### src/rtl/hz_pkg.sv
`timescale 1ns/1ps
// Shared encodings of the interlock unit.
// Assumes: select codes are decoded by the operand-fetch mux as listed here.
package hz_pkg;
    typedef enum logic [1:0] {
        SEL_RF  = 2'd0,
        SEL_ALU = 2'd1,
        SEL_WB  = 2'd2
    } opsel_e;
endpackage

### src/rtl/hz_shadow_pipe.sv
`timescale 1ns/1ps
// Shadow of the destination tags of instructions behind decode.
// Stage 0 = operand fetch, 1 = execute, DEPTH-1 = write-back.
// Assumes: the pipeline behind decode never stalls, so tags advance every cycle.
module hz_shadow_pipe #(
    parameter int unsigned RW    = 5,
    parameter int unsigned DEPTH = 3
) (
    input  logic                  clk,
    input  logic                  rst_n,
    input  logic                  issue,
    input  logic [RW-1:0]         in_rd,
    input  logic                  in_wr,
    input  logic                  in_ld,
    output logic [DEPTH-1:0]      stg_wr,
    output logic [DEPTH-1:0]      stg_ld,
    output logic [DEPTH*RW-1:0]   stg_rd
);
    genvar i;
    generate
        for (i = 0; i < DEPTH; i++) begin : g_stage
            if (i == 0) begin : g_head
                // Capture the issuing instruction, or a bubble.
                always_ff @(posedge clk) begin
                    if (!rst_n) begin
                        stg_wr[0]      <= 1'b0;
                        stg_ld[0]      <= 1'b0;
                        stg_rd[RW-1:0] <= '0;
                    end else begin
                        stg_wr[0]      <= issue && in_wr;
                        stg_ld[0]      <= issue && in_ld;
                        stg_rd[RW-1:0] <= in_rd;
                    end
                end
            end else begin : g_body
                // Advance the previous stage's tag.
                always_ff @(posedge clk) begin
                    if (!rst_n) begin
                        stg_wr[i]             <= 1'b0;
                        stg_ld[i]             <= 1'b0;
                        stg_rd[i*RW +: RW]    <= '0;
                    end else begin
                        stg_wr[i]             <= stg_wr[i-1];
                        stg_ld[i]             <= stg_ld[i-1];
                        stg_rd[i*RW +: RW]    <= stg_rd[(i-1)*RW +: RW];
                    end
                end
            end
        end
    endgenerate
endmodule

### src/rtl/hz_lock_table.sv
`timescale 1ns/1ps
// Per-register pending-writer counts; a non-zero count is the lock bit.
// Assumes: at most 2**CW-1 writers of one register are in flight; register 0 is hardwired free.
module hz_lock_table #(
    parameter int unsigned NREG = 32,
    parameter int unsigned RW   = 5,
    parameter int unsigned CW   = 2
) (
    input  logic            clk,
    input  logic            rst_n,
    input  logic            inc_en,
    input  logic [RW-1:0]   inc_rd,
    input  logic            ret_en,
    input  logic [RW-1:0]   ret_rd,
    output logic [NREG-1:0] locked,
    output logic [NREG-1:0] last_one
);
    genvar r;
    generate
        for (r = 0; r < NREG; r++) begin : g_reg
            if (r == 0) begin : g_zero
                assign locked[0]   = 1'b0;
                assign last_one[0] = 1'b0;
            end else begin : g_cnt
                logic [CW-1:0] cnt;
                logic          up;
                logic          down;
                assign up   = inc_en && (inc_rd == RW'(r));
                assign down = ret_en && (ret_rd == RW'(r));
                // Count writers entering minus writers retiring.
                always_ff @(posedge clk) begin
                    if (!rst_n) cnt <= '0;
                    else        cnt <= cnt + CW'(up) - CW'(down);
                end
                assign locked[r]   = (cnt != '0);
                assign last_one[r] = (cnt == CW'(1));
            end
        end
    endgenerate
endmodule

### src/rtl/hz_src_resolve.sv
`timescale 1ns/1ps
// Resolves one decode source: free, forward from a tap, or stall.
// Assumes: stage 0 producer is in execute next cycle, stage 1 producer in write-back.
module hz_src_resolve #(
    parameter int unsigned NREG = 32,
    parameter int unsigned RW   = 5
) (
    input  logic            use_src,
    input  logic [RW-1:0]   rs,
    input  logic [NREG-1:0] locked,
    input  logic [NREG-1:0] last_one,
    input  logic            ret_en,
    input  logic [RW-1:0]   ret_rd,
    input  logic            s0_wr,
    input  logic            s0_ld,
    input  logic [RW-1:0]   s0_rd,
    input  logic            s1_wr,
    input  logic            s1_ld,
    input  logic [RW-1:0]   s1_rd,
    input  logic            fwd_early,
    output logic            need_stall,
    output hz_pkg::opsel_e  sel
);
    import hz_pkg::*;
    logic hit0, hit1, retiring, pending;

    assign hit0     = s0_wr && (s0_rd == rs) && (rs != '0);
    assign hit1     = s1_wr && (s1_rd == rs) && (rs != '0);
    assign retiring = ret_en && (ret_rd == rs);
    assign pending  = locked[rs] && !(last_one[rs] && retiring);

    // Youngest producer decides the tap; a load or a disabled tap stalls.
    always_comb begin
        need_stall = 1'b0;
        sel        = SEL_RF;
        if (use_src && pending) begin
            if (hit0) begin
                sel        = SEL_ALU;
                need_stall = !fwd_early || s0_ld;
            end else if (hit1) begin
                sel        = SEL_WB;
                need_stall = s1_ld;
            end else begin
                need_stall = 1'b1;
            end
        end
    end
endmodule

### src/rtl/hz_interlock_unit.sv
`timescale 1ns/1ps
// Top: lock-bit scoreboard plus two forwarding taps for decode.
// Assumes: decode holds its instruction while stall is high; stall is combinational.
module hz_interlock_unit #(
    parameter int unsigned NREG  = 32,
    parameter int unsigned DEPTH = 3,
    localparam int unsigned RW   = $clog2(NREG),
    localparam int unsigned CW   = $clog2(DEPTH + 1)
) (
    input  logic          clk,
    input  logic          rst_n,
    input  logic          fwd_early,
    input  logic          dec_valid,
    input  logic [RW-1:0] dec_rs1,
    input  logic          dec_use1,
    input  logic [RW-1:0] dec_rs2,
    input  logic          dec_use2,
    input  logic [RW-1:0] dec_rd,
    input  logic          dec_wr,
    input  logic          dec_load,
    output logic          stall,
    output logic [1:0]    op1_sel,
    output logic [1:0]    op2_sel
);
    import hz_pkg::*;

    logic [DEPTH-1:0]    stg_wr, stg_ld;
    logic [DEPTH*RW-1:0] stg_rd;
    logic [NREG-1:0]     locked, last_one;
    logic                issue, wr_eff, ret_en;
    logic [RW-1:0]       ret_rd;
    logic [1:0]          src_stall;
    opsel_e              src_sel [2];
    logic [RW-1:0]       src_rs  [2];
    logic [1:0]          src_use;

    assign wr_eff = dec_wr && (dec_rd != '0);
    assign issue  = dec_valid && !stall;
    assign ret_en = stg_wr[DEPTH-1];
    assign ret_rd = stg_rd[(DEPTH-1)*RW +: RW];
    assign src_rs[0] = dec_rs1;
    assign src_rs[1] = dec_rs2;
    assign src_use   = {dec_use2, dec_use1};

    hz_shadow_pipe #(.RW(RW), .DEPTH(DEPTH)) u_pipe (
        .clk(clk), .rst_n(rst_n), .issue(issue),
        .in_rd(dec_rd), .in_wr(wr_eff), .in_ld(dec_load),
        .stg_wr(stg_wr), .stg_ld(stg_ld), .stg_rd(stg_rd)
    );

    hz_lock_table #(.NREG(NREG), .RW(RW), .CW(CW)) u_locks (
        .clk(clk), .rst_n(rst_n),
        .inc_en(issue && wr_eff), .inc_rd(dec_rd),
        .ret_en(ret_en), .ret_rd(ret_rd),
        .locked(locked), .last_one(last_one)
    );

    genvar s;
    generate
        for (s = 0; s < 2; s++) begin : g_src
            hz_src_resolve #(.NREG(NREG), .RW(RW)) u_res (
                .use_src(src_use[s]), .rs(src_rs[s]),
                .locked(locked), .last_one(last_one),
                .ret_en(ret_en), .ret_rd(ret_rd),
                .s0_wr(stg_wr[0]), .s0_ld(stg_ld[0]), .s0_rd(stg_rd[RW-1:0]),
                .s1_wr(stg_wr[1]), .s1_ld(stg_ld[1]), .s1_rd(stg_rd[RW +: RW]),
                .fwd_early(fwd_early),
                .need_stall(src_stall[s]), .sel(src_sel[s])
            );
        end
    endgenerate

    assign stall = dec_valid && (src_stall != 2'b00);

    // Register the selects for the operand-fetch cycle; bubbles read the file.
    always_ff @(posedge clk) begin
        if (!rst_n) begin
            op1_sel <= SEL_RF;
            op2_sel <= SEL_RF;
        end else begin
            op1_sel <= issue ? src_sel[0] : SEL_RF;
            op2_sel <= issue ? src_sel[1] : SEL_RF;
        end
    end
endmodule

### config.mk
export PLATFORM = sky130hd
export DESIGN_NAME = hz_interlock_unit
export DESIGN_NICKNAME = d
export VERILOG_FILES = /design/src/rtl/hz_pkg.sv /design/src/rtl/hz_shadow_pipe.sv /design/src/rtl/hz_lock_table.sv /design/src/rtl/hz_src_resolve.sv /design/src/rtl/hz_interlock_unit.sv
export SDC_FILE = /design/constraint.sdc
export NUM_CORES = 1
export LEC_CHECK = 0
export BUFFER_PORTS_ARGS = -buffer_cell sky130_fd_sc_hd__clkbuf_2
export CAP_MARGIN = 10
export CELL_PAD_IN_SITES_DETAIL_PLACEMENT = 0
export CELL_PAD_IN_SITES_GLOBAL_PLACEMENT = 2
export CORE_ASPECT_RATIO = 0.5
export CORE_UTILIZATION = 37
export DETAILED_ROUTE_END_ITERATION = 8
export PLACE_DENSITY = 0.8
export RECOVER_POWER = 100
export SLEW_MARGIN = 20
export SYNTH_ARGS = -nofsm -noshare
export SYNTH_HDL_FRONTEND = slang
export SYNTH_HIERARCHICAL = 1
export SYNTH_SLANG_ARGS = --single-unit
export TNS_END_PERCENT = 30
### constraint.sdc
create_clock -name clk -period 3.77 [get_ports clk]
set_input_delay 0.754 -clock clk [delete_from_list [all_inputs] [get_ports clk]]
set_output_delay 0.754 -clock clk [all_outputs]
set_load 0.02 [all_outputs]
# After elaboration in Yosys (flattened, before gate mapping)
# Cells that the tools add are included.
totals:
  out_inout_bits: 5
  register_bits: 86
  elab_cells: 355
  input_bits: 23
op_classes:
  bitwise_logic: 4
  n_reduce_logical: 127
  addsub: 62
  n_eq_ne: 99
  n_lt_le_gt_ge: 2
  mux: 18
op_table:
  columns: ["operator", "count"]
  rows:
  - ["$eq 5x5->1 const B", 32]
  - ["$logic_and 1x1->1", 83]
  - ["$eq 5x4->1 const B", 16]
  - ["$reduce_bool 2->1", 32]
  - ["$add 2x1->2", 31]
  - ["$eq 2x1->1 const B", 31]
  - ["$sub 2x1->2", 31]
  - ["$eq 5x3->1 const B", 8]
  - ["$eq 5x5->1", 6]
  - ["$bmux 1 s5", 4]
  - ["$eq 5x2->1 const B", 4]
  - ["$reduce_bool 5->1", 3]
  - ["$lt 5x6->1 const B", 2]
  - ["$mux 1", 12]
  - ["$eq 5x1->1 const B", 2]
  - ["$reduce_or 4->1", 2]
  - ["$reduce_and 3->1", 2]
  - ["$logic_not 1->1", 4]
  - ["$mux 2", 2]
  - ["$not 1->1", 4]
  - ["$logic_or 1x1->1", 1]

# Logic depth before layout (Yosys ltp)
logic_depth:
  word_depth: 16
  depth_mapped: 16
  depth_no_buf: 15

# Modules after synthesis
# The synthesis kept the hierarchy.
by_module_without_submodules:
  columns: ["mod", "seq_area_each_um2", "instances", "area_each_um2", "cells_per_inst"]
  rows:
  - ["hz_lock_table", 1241.2, 1, 4116.4, 411]
  - ["hz_src_resolve", 0.0, 2, 889.6, 105]
  - ["hz_shadow_pipe", 420.4, 1, 564.3, 44]
  - ["hz_interlock_unit", 80.1, 1, 148.9, 13]

# Worst setup path after synthesis
# OpenSTA, ideal clock, no wires.
synth_timing:
  path_kind: "input to register"
  start: "in dec_rs2[0]"
  end: "reg u_locks.g_reg[2].g_cnt.cnt[0]"
  arrival_time_ns: 3.871
  slack_ns: -0.216
  setup_time_ns: 0.115
  path_buffers: 2
  path_stages: 15
  t_required_ns: 3.655
  cell_sequence: "buf_6 > buf_4 > xor2_1 > nor4_1 > nand4_1 > nor4b_2 > nor4_1 > nor3b_1 > o211a_1 > nor4b_1 > nand2_1 > ha_1 > inv_1 > ha_1 > and2_1"
synth_between:
  elab_chain_cells: 15
  elab_cells_between_ends: 28
  cone_classes: "add/sub (2); eq/ne (3); mux (7); reduce/logical (16)"
synth_rtl:
  columns: ["element", "line_no", "source"]
  rows:
  - ["start, declared", "hz_interlock_unit.sv:16", "input logic [RW-1:0] dec_rs2,"]
  - ["$bmux 1 s5 or $eq 5x5->1 (tied branches)", "hz_src_resolve.sv:30, hz_src_resolve.sv:29", null]
  - ["$mux 1 (implied by the code) or $logic_and 1x1->1 (tied branches)", "hz_src_resolve.sv:30, hz_src_resolve.sv:29", null]
  - ["$logic_and 1x1->1", "hz_src_resolve.sv:30", "assign pending = locked[rs] && !(last_one[rs] && retiring);"]
  - ["$logic_not 1->1", "hz_src_resolve.sv:30", null]
  - ["$logic_and 1x1->1", "hz_src_resolve.sv:30", null]
  - ["$logic_and 1x1->1", "hz_src_resolve.sv:36", "if (use_src && pending) begin"]
  - ["$mux 1 *", "hz_src_resolve.sv:36", null]
  - ["net src_stall[1]", "hz_interlock_unit.sv:32", "logic [1:0] src_stall;"]
  - ["$reduce_bool 2->1 *", "hz_interlock_unit.sv:73", "assign stall = dec_valid && (src_stall != 2'b00);"]
  - ["$logic_and 1x1->1 *", "hz_interlock_unit.sv:73", null]
  - ["$logic_not 1->1 *", "hz_interlock_unit.sv:38", "assign issue = dec_valid && !stall;"]
  - ["$logic_and 1x1->1 *", "hz_interlock_unit.sv:38", null]
  - ["net issue", "hz_interlock_unit.sv:30", "logic issue, wr_eff, ret_en;"]
  - ["$logic_and 1x1->1 *", "hz_interlock_unit.sv:53", ".inc_en(issue && wr_eff), .inc_rd(dec_rd),"]
  - ["$logic_and 1x1->1 *", "hz_lock_table.sv:28", "assign up = inc_en && (inc_rd == RW'(r));"]
  - ["$add 2x1->2 *", "hz_lock_table.sv:33", "else cnt <= cnt + CW'(up) - CW'(down);"]
  - ["$sub 2x1->2 *", "hz_lock_table.sv:33", null]
  - ["end signal, assigned", "hz_lock_table.sv:33", null]
  - ["end, declared", "hz_lock_table.sv:25", "logic [CW-1:0] cnt;"]
# Mark *: on every way through the listed nets, which the timed path passes. The rest lies on a longest branch. The select of a mux whose other input is x is not followed.
# A chain may end at the register's enable or synchronous reset.

# Worst setup path in the final report
layout_timing:
  start: "in dec_rs1[0]"
  end: "reg u_locks.g_reg[25].g_cnt.cnt[1]"
layout_between:
  elab_chain_cells: 15
  elab_cells_between_ends: 28
  cone_classes: "add/sub (2); eq/ne (3); mux (7); reduce/logical (16)"
layout_rtl:
  columns: ["element", "line_no", "source"]
  rows:
  - ["start, declared", "hz_interlock_unit.sv:14", "input logic [RW-1:0] dec_rs1,"]
  - ["$bmux 1 s5 or $eq 5x5->1 (tied branches)", "hz_src_resolve.sv:30, hz_src_resolve.sv:29", null]
  - ["$mux 1 (implied by the code) or $logic_and 1x1->1 (tied branches)", "hz_src_resolve.sv:30, hz_src_resolve.sv:29", null]
  - ["$logic_and 1x1->1", "hz_src_resolve.sv:30", null]
  - ["$logic_not 1->1", "hz_src_resolve.sv:30", null]
  - ["$logic_and 1x1->1", "hz_src_resolve.sv:30", null]
  - ["$logic_and 1x1->1", "hz_src_resolve.sv:36", null]
  - ["$mux 1 *", "hz_src_resolve.sv:36", null]
  - ["net src_stall[0]", "hz_interlock_unit.sv:32", null]
  - ["$reduce_bool 2->1 *", "hz_interlock_unit.sv:73", null]
  - ["$logic_and 1x1->1 *", "hz_interlock_unit.sv:73", null]
  - ["$logic_not 1->1 *", "hz_interlock_unit.sv:38", null]
  - ["$logic_and 1x1->1 *", "hz_interlock_unit.sv:38", null]
  - ["net issue", "hz_interlock_unit.sv:30", null]
  - ["$logic_and 1x1->1 *", "hz_interlock_unit.sv:53", null]
  - ["$logic_and 1x1->1 *", "hz_lock_table.sv:28", null]
  - ["$add 2x1->2 *", "hz_lock_table.sv:33", null]
  - ["$sub 2x1->2 *", "hz_lock_table.sv:33", null]
  - ["end signal, assigned", "hz_lock_table.sv:33", null]
  - ["end, declared", "hz_lock_table.sv:25", null]
# Marked as above.

==> impl_metrics.toml <==
[outcome]
status = "complete, no violations"

[logic_synthesis]
avgSynthCellArea_um2 = 9.74
ys_warn_count = 6
syn_area_mm2 = 0.00658
synthCells = 676

[floorplanning]
io_pins = 28
start_util_pct = 37.8
core_area_mm2 = 0.0174
rows = 34
die_w_um = 191
die_h_um = 96.3
dieArea_mm2 = 0.0184

[timing]
fin_worst_skew_ns = 0.0147
slew_headroom_pct = 51.9
hold_slack_ns = 0.493
fin_crit_sh_pct = 96.8
setup_viol = 0
rsz0062_at_grt = "yes"
max_clock_freq_ghz = 0.274
slew_viol_final = 0
fin_crit_ns = 3.65
finalHoldViolations = 0
tightest_slew_ns = 0.722

[pwr]
clockPowerShare_pct = 46.8
finalPower_mw = 2.30
peakVddDrop_uv = 208
p_leak_nw = 3.89
powerDensity_mw_per_mm2 = 286
internal_power_mw = 1.71
p_sw_uw = 588
p_comb_share_pct = 12.8
p_seq_share_pct = 40.4
sw_frac_of_total_pct = 25.5

[cts]
cts_tree = "yes"
cts_hold_buffers = 0
clk_latency_ns = 0.36
cts-root-buf = "clkbuf_16"
h-tree-depth = 3
cts_buffer_depth = 2
clock_sinks = 86
numCtsBuffers = 9
clk_pin_slew_worst_paths_ns = 0.07

[detailed_routing]
wl_per_cell_um = 17.9
route.detailed.drc = 0
initialDrtViolationCount = 238
ant_nets = 0
routed_wl_um = 18000
route.vias.total = 5001
dr.pass1.iters = 4
detail_route.vias_per_cell = 4.99

[min_path]
hold-path-cell-count = 1
hold_start = "u_pipe/stg_ld[0]"
min_to = "u_pipe/stg_ld[1]"
hp-class = "flop to flop"

[place]
gp_congestion = 0.880
dpl.hpwl_um = 13700
port_buffers = 27

[worst_setup_path]
crit_path_max_incr_delay_ns = 0.55
r2r_end = "u_locks/g_reg[25].g_cnt.cnt[1]"
worstPathCellList = "clkbuf_4 -> buf_4 -> buf_4 -> xor2_1 -> or4_4 -> nor4_4 -> nor4_4 -> nor3b_4 -> o211a_4 -> and4b_2 -> nand2_1 -> ha_1 -> inv_1 -> ha_1 -> xnor3_1 -> nor2b_1"
r2r_slack_ns = 0.16
r2r-start = "u_locks/g_reg[11].g_cnt.cnt[1]"
crit_fanout = 8
cp_slowest_cell = "or4_4"
cp-end-kind = "flop"
cp-start-kind = "input pin"
path_buf_inv = 4
worstPathRequired_ns = 4.06
cp.arrival_ns = 3.94
worstRegToRegCells = 15
crit_type = "input pin to flop"
crit_family = "simple AND/OR/NAND/NOR gates"

[final_layout]
final_common_cell = "dfxtp_1"
drive_above_1_share_pct = 26.4
n_antenna_cell = 0
final_cell_mix = "dfxtp_1, buf_4, nor2b_1"
fillers = 1653
areaGrowthSynthToFinish_pct = 22.1
nets = 848

[global_routing]
grt_pass1_vias = 4948
grt_max_degree = 72
grt_pass1_wl_um = 28000
grt_overflow = 0
antenna_found_initial = 0
grt_usage_pct = 20.8

[flow_run]
maxCapViolations = 0
-- what timing repair did --
action                                  CTS  global route
pin swaps                                 2            12
setup buffers                             0             1
endpoints found under the setup margin   63            63
resized for setup                         8            36
-- how the worst max path moves through the flow --
| stage | startpoint | endpoint | slack (ns) | depth (start not counted) |
|---|---|---|---|---|
| 2_1_floorplan | dec_rs2[0] | u_locks/g_reg[2].g_cnt.cnt[0] | 0.03 | 15 |
| 3_3_place_gp | dec_rs1[0] | u_locks/g_reg[23].g_cnt.cnt[1] | -0.71 | 16 |
| 3_5_place_dp | dec_rs1[0] | u_locks/g_reg[22].g_cnt.cnt[1] | -0.79 | 16 |
| 4_1_cts | dec_rs2[0] | u_locks/g_reg[22].g_cnt.cnt[1] | 0.04 | 17 |
| 5_1_grt | dec_rs1[0] | u_locks/g_reg[27].g_cnt.cnt[1] | -0.02 | 16 |
| 6_report | dec_rs1[0] | u_locks/g_reg[25].g_cnt.cnt[1] | 0.12 | 16 |
-- power by group through the flow --
stage / registers, mW / clock network, mW / logic [mW]
after global placement: 0.950 / 0 / 0.277
after floorplan: 0.948 / 0 / 0.156
after global routing: 0.931 / 1.14 / 0.316
after detailed placement: 0.950 / 0 / 0.278
after CTS: 0.929 / 1.11 / 0.283
final: 0.930 / 1.08 / 0.294
-- metal layers --
layer  wire [um]  part of all wire [%]  track usage, %  up-vias
met3         918                   5.1            3.54       15
met4         212                   1.2            4.93        0
met5           0                     0               0        -
met2        8120                    45            34.2       76
met1        8730                    49            28.6     2406
li1            -                     -               -     2504
-- area by class of cell --
class	instances	area (um^2)	share of cell area, %
Timing Repair Buffer	109	827	10.3
Multi-Input combinational cell	522	4710	58.6
Sequential cell	86	1720	21.4
Inverter	35	131	1.63
Tap cell	234	293	3.64
Clock inverter	7	126	1.57
Clock buffer	9	225	2.80
-- sequential cells by signal, summed over array words and instances, names as in the netlist --
name and count:
op2_sel 2, op1_sel 2, u_pipe/stg_ld 2, u_locks/g.g_cnt.cnt 62, u_pipe/stg_wr 3, u_pipe/stg_rd 15
-- worst register-to-register path, cell delays in order, from the launching register on --
cell and delay [ns]:
dfxtp_1 0.31, or2_2 0.31, mux4_1 0.53, nand2b_1 0.17, nand3_1 0.16, a41o_1 0.26, nor4_4 0.08, nor3b_4 0.25
o211a_4 0.24, and4b_2 0.35, nand2_1 0.09, ha_1 0.29, inv_1 0.05, ha_1 0.14, xnor3_1 0.20, nor2b_1 0.11
-- metrics by stage --
| stage | instances | worst slack, ns | cell area [um^2] | TNS [ns] | util (%) |
|---|---|---|---|---|---|
| after global placement | 986 | -0.714 | 7500 | -40.35 | 43.1 |
| after detailed placement | 986 | -0.794 | 7500 | -43.31 | 43.1 |
| after floorplan | 677 | 0.0296 | 6600 | 0 | - |
| final | 1002 | 0.121 | 8040 | 0 | 46.2 |
| after global routing | 1002 | -0.0166 | 8040 | -0.0549 | 46.2 |
| after CTS | 1002 | 0.0361 | 7890 | 0 | 45.3 |
(Power assumes the default switching activity.)
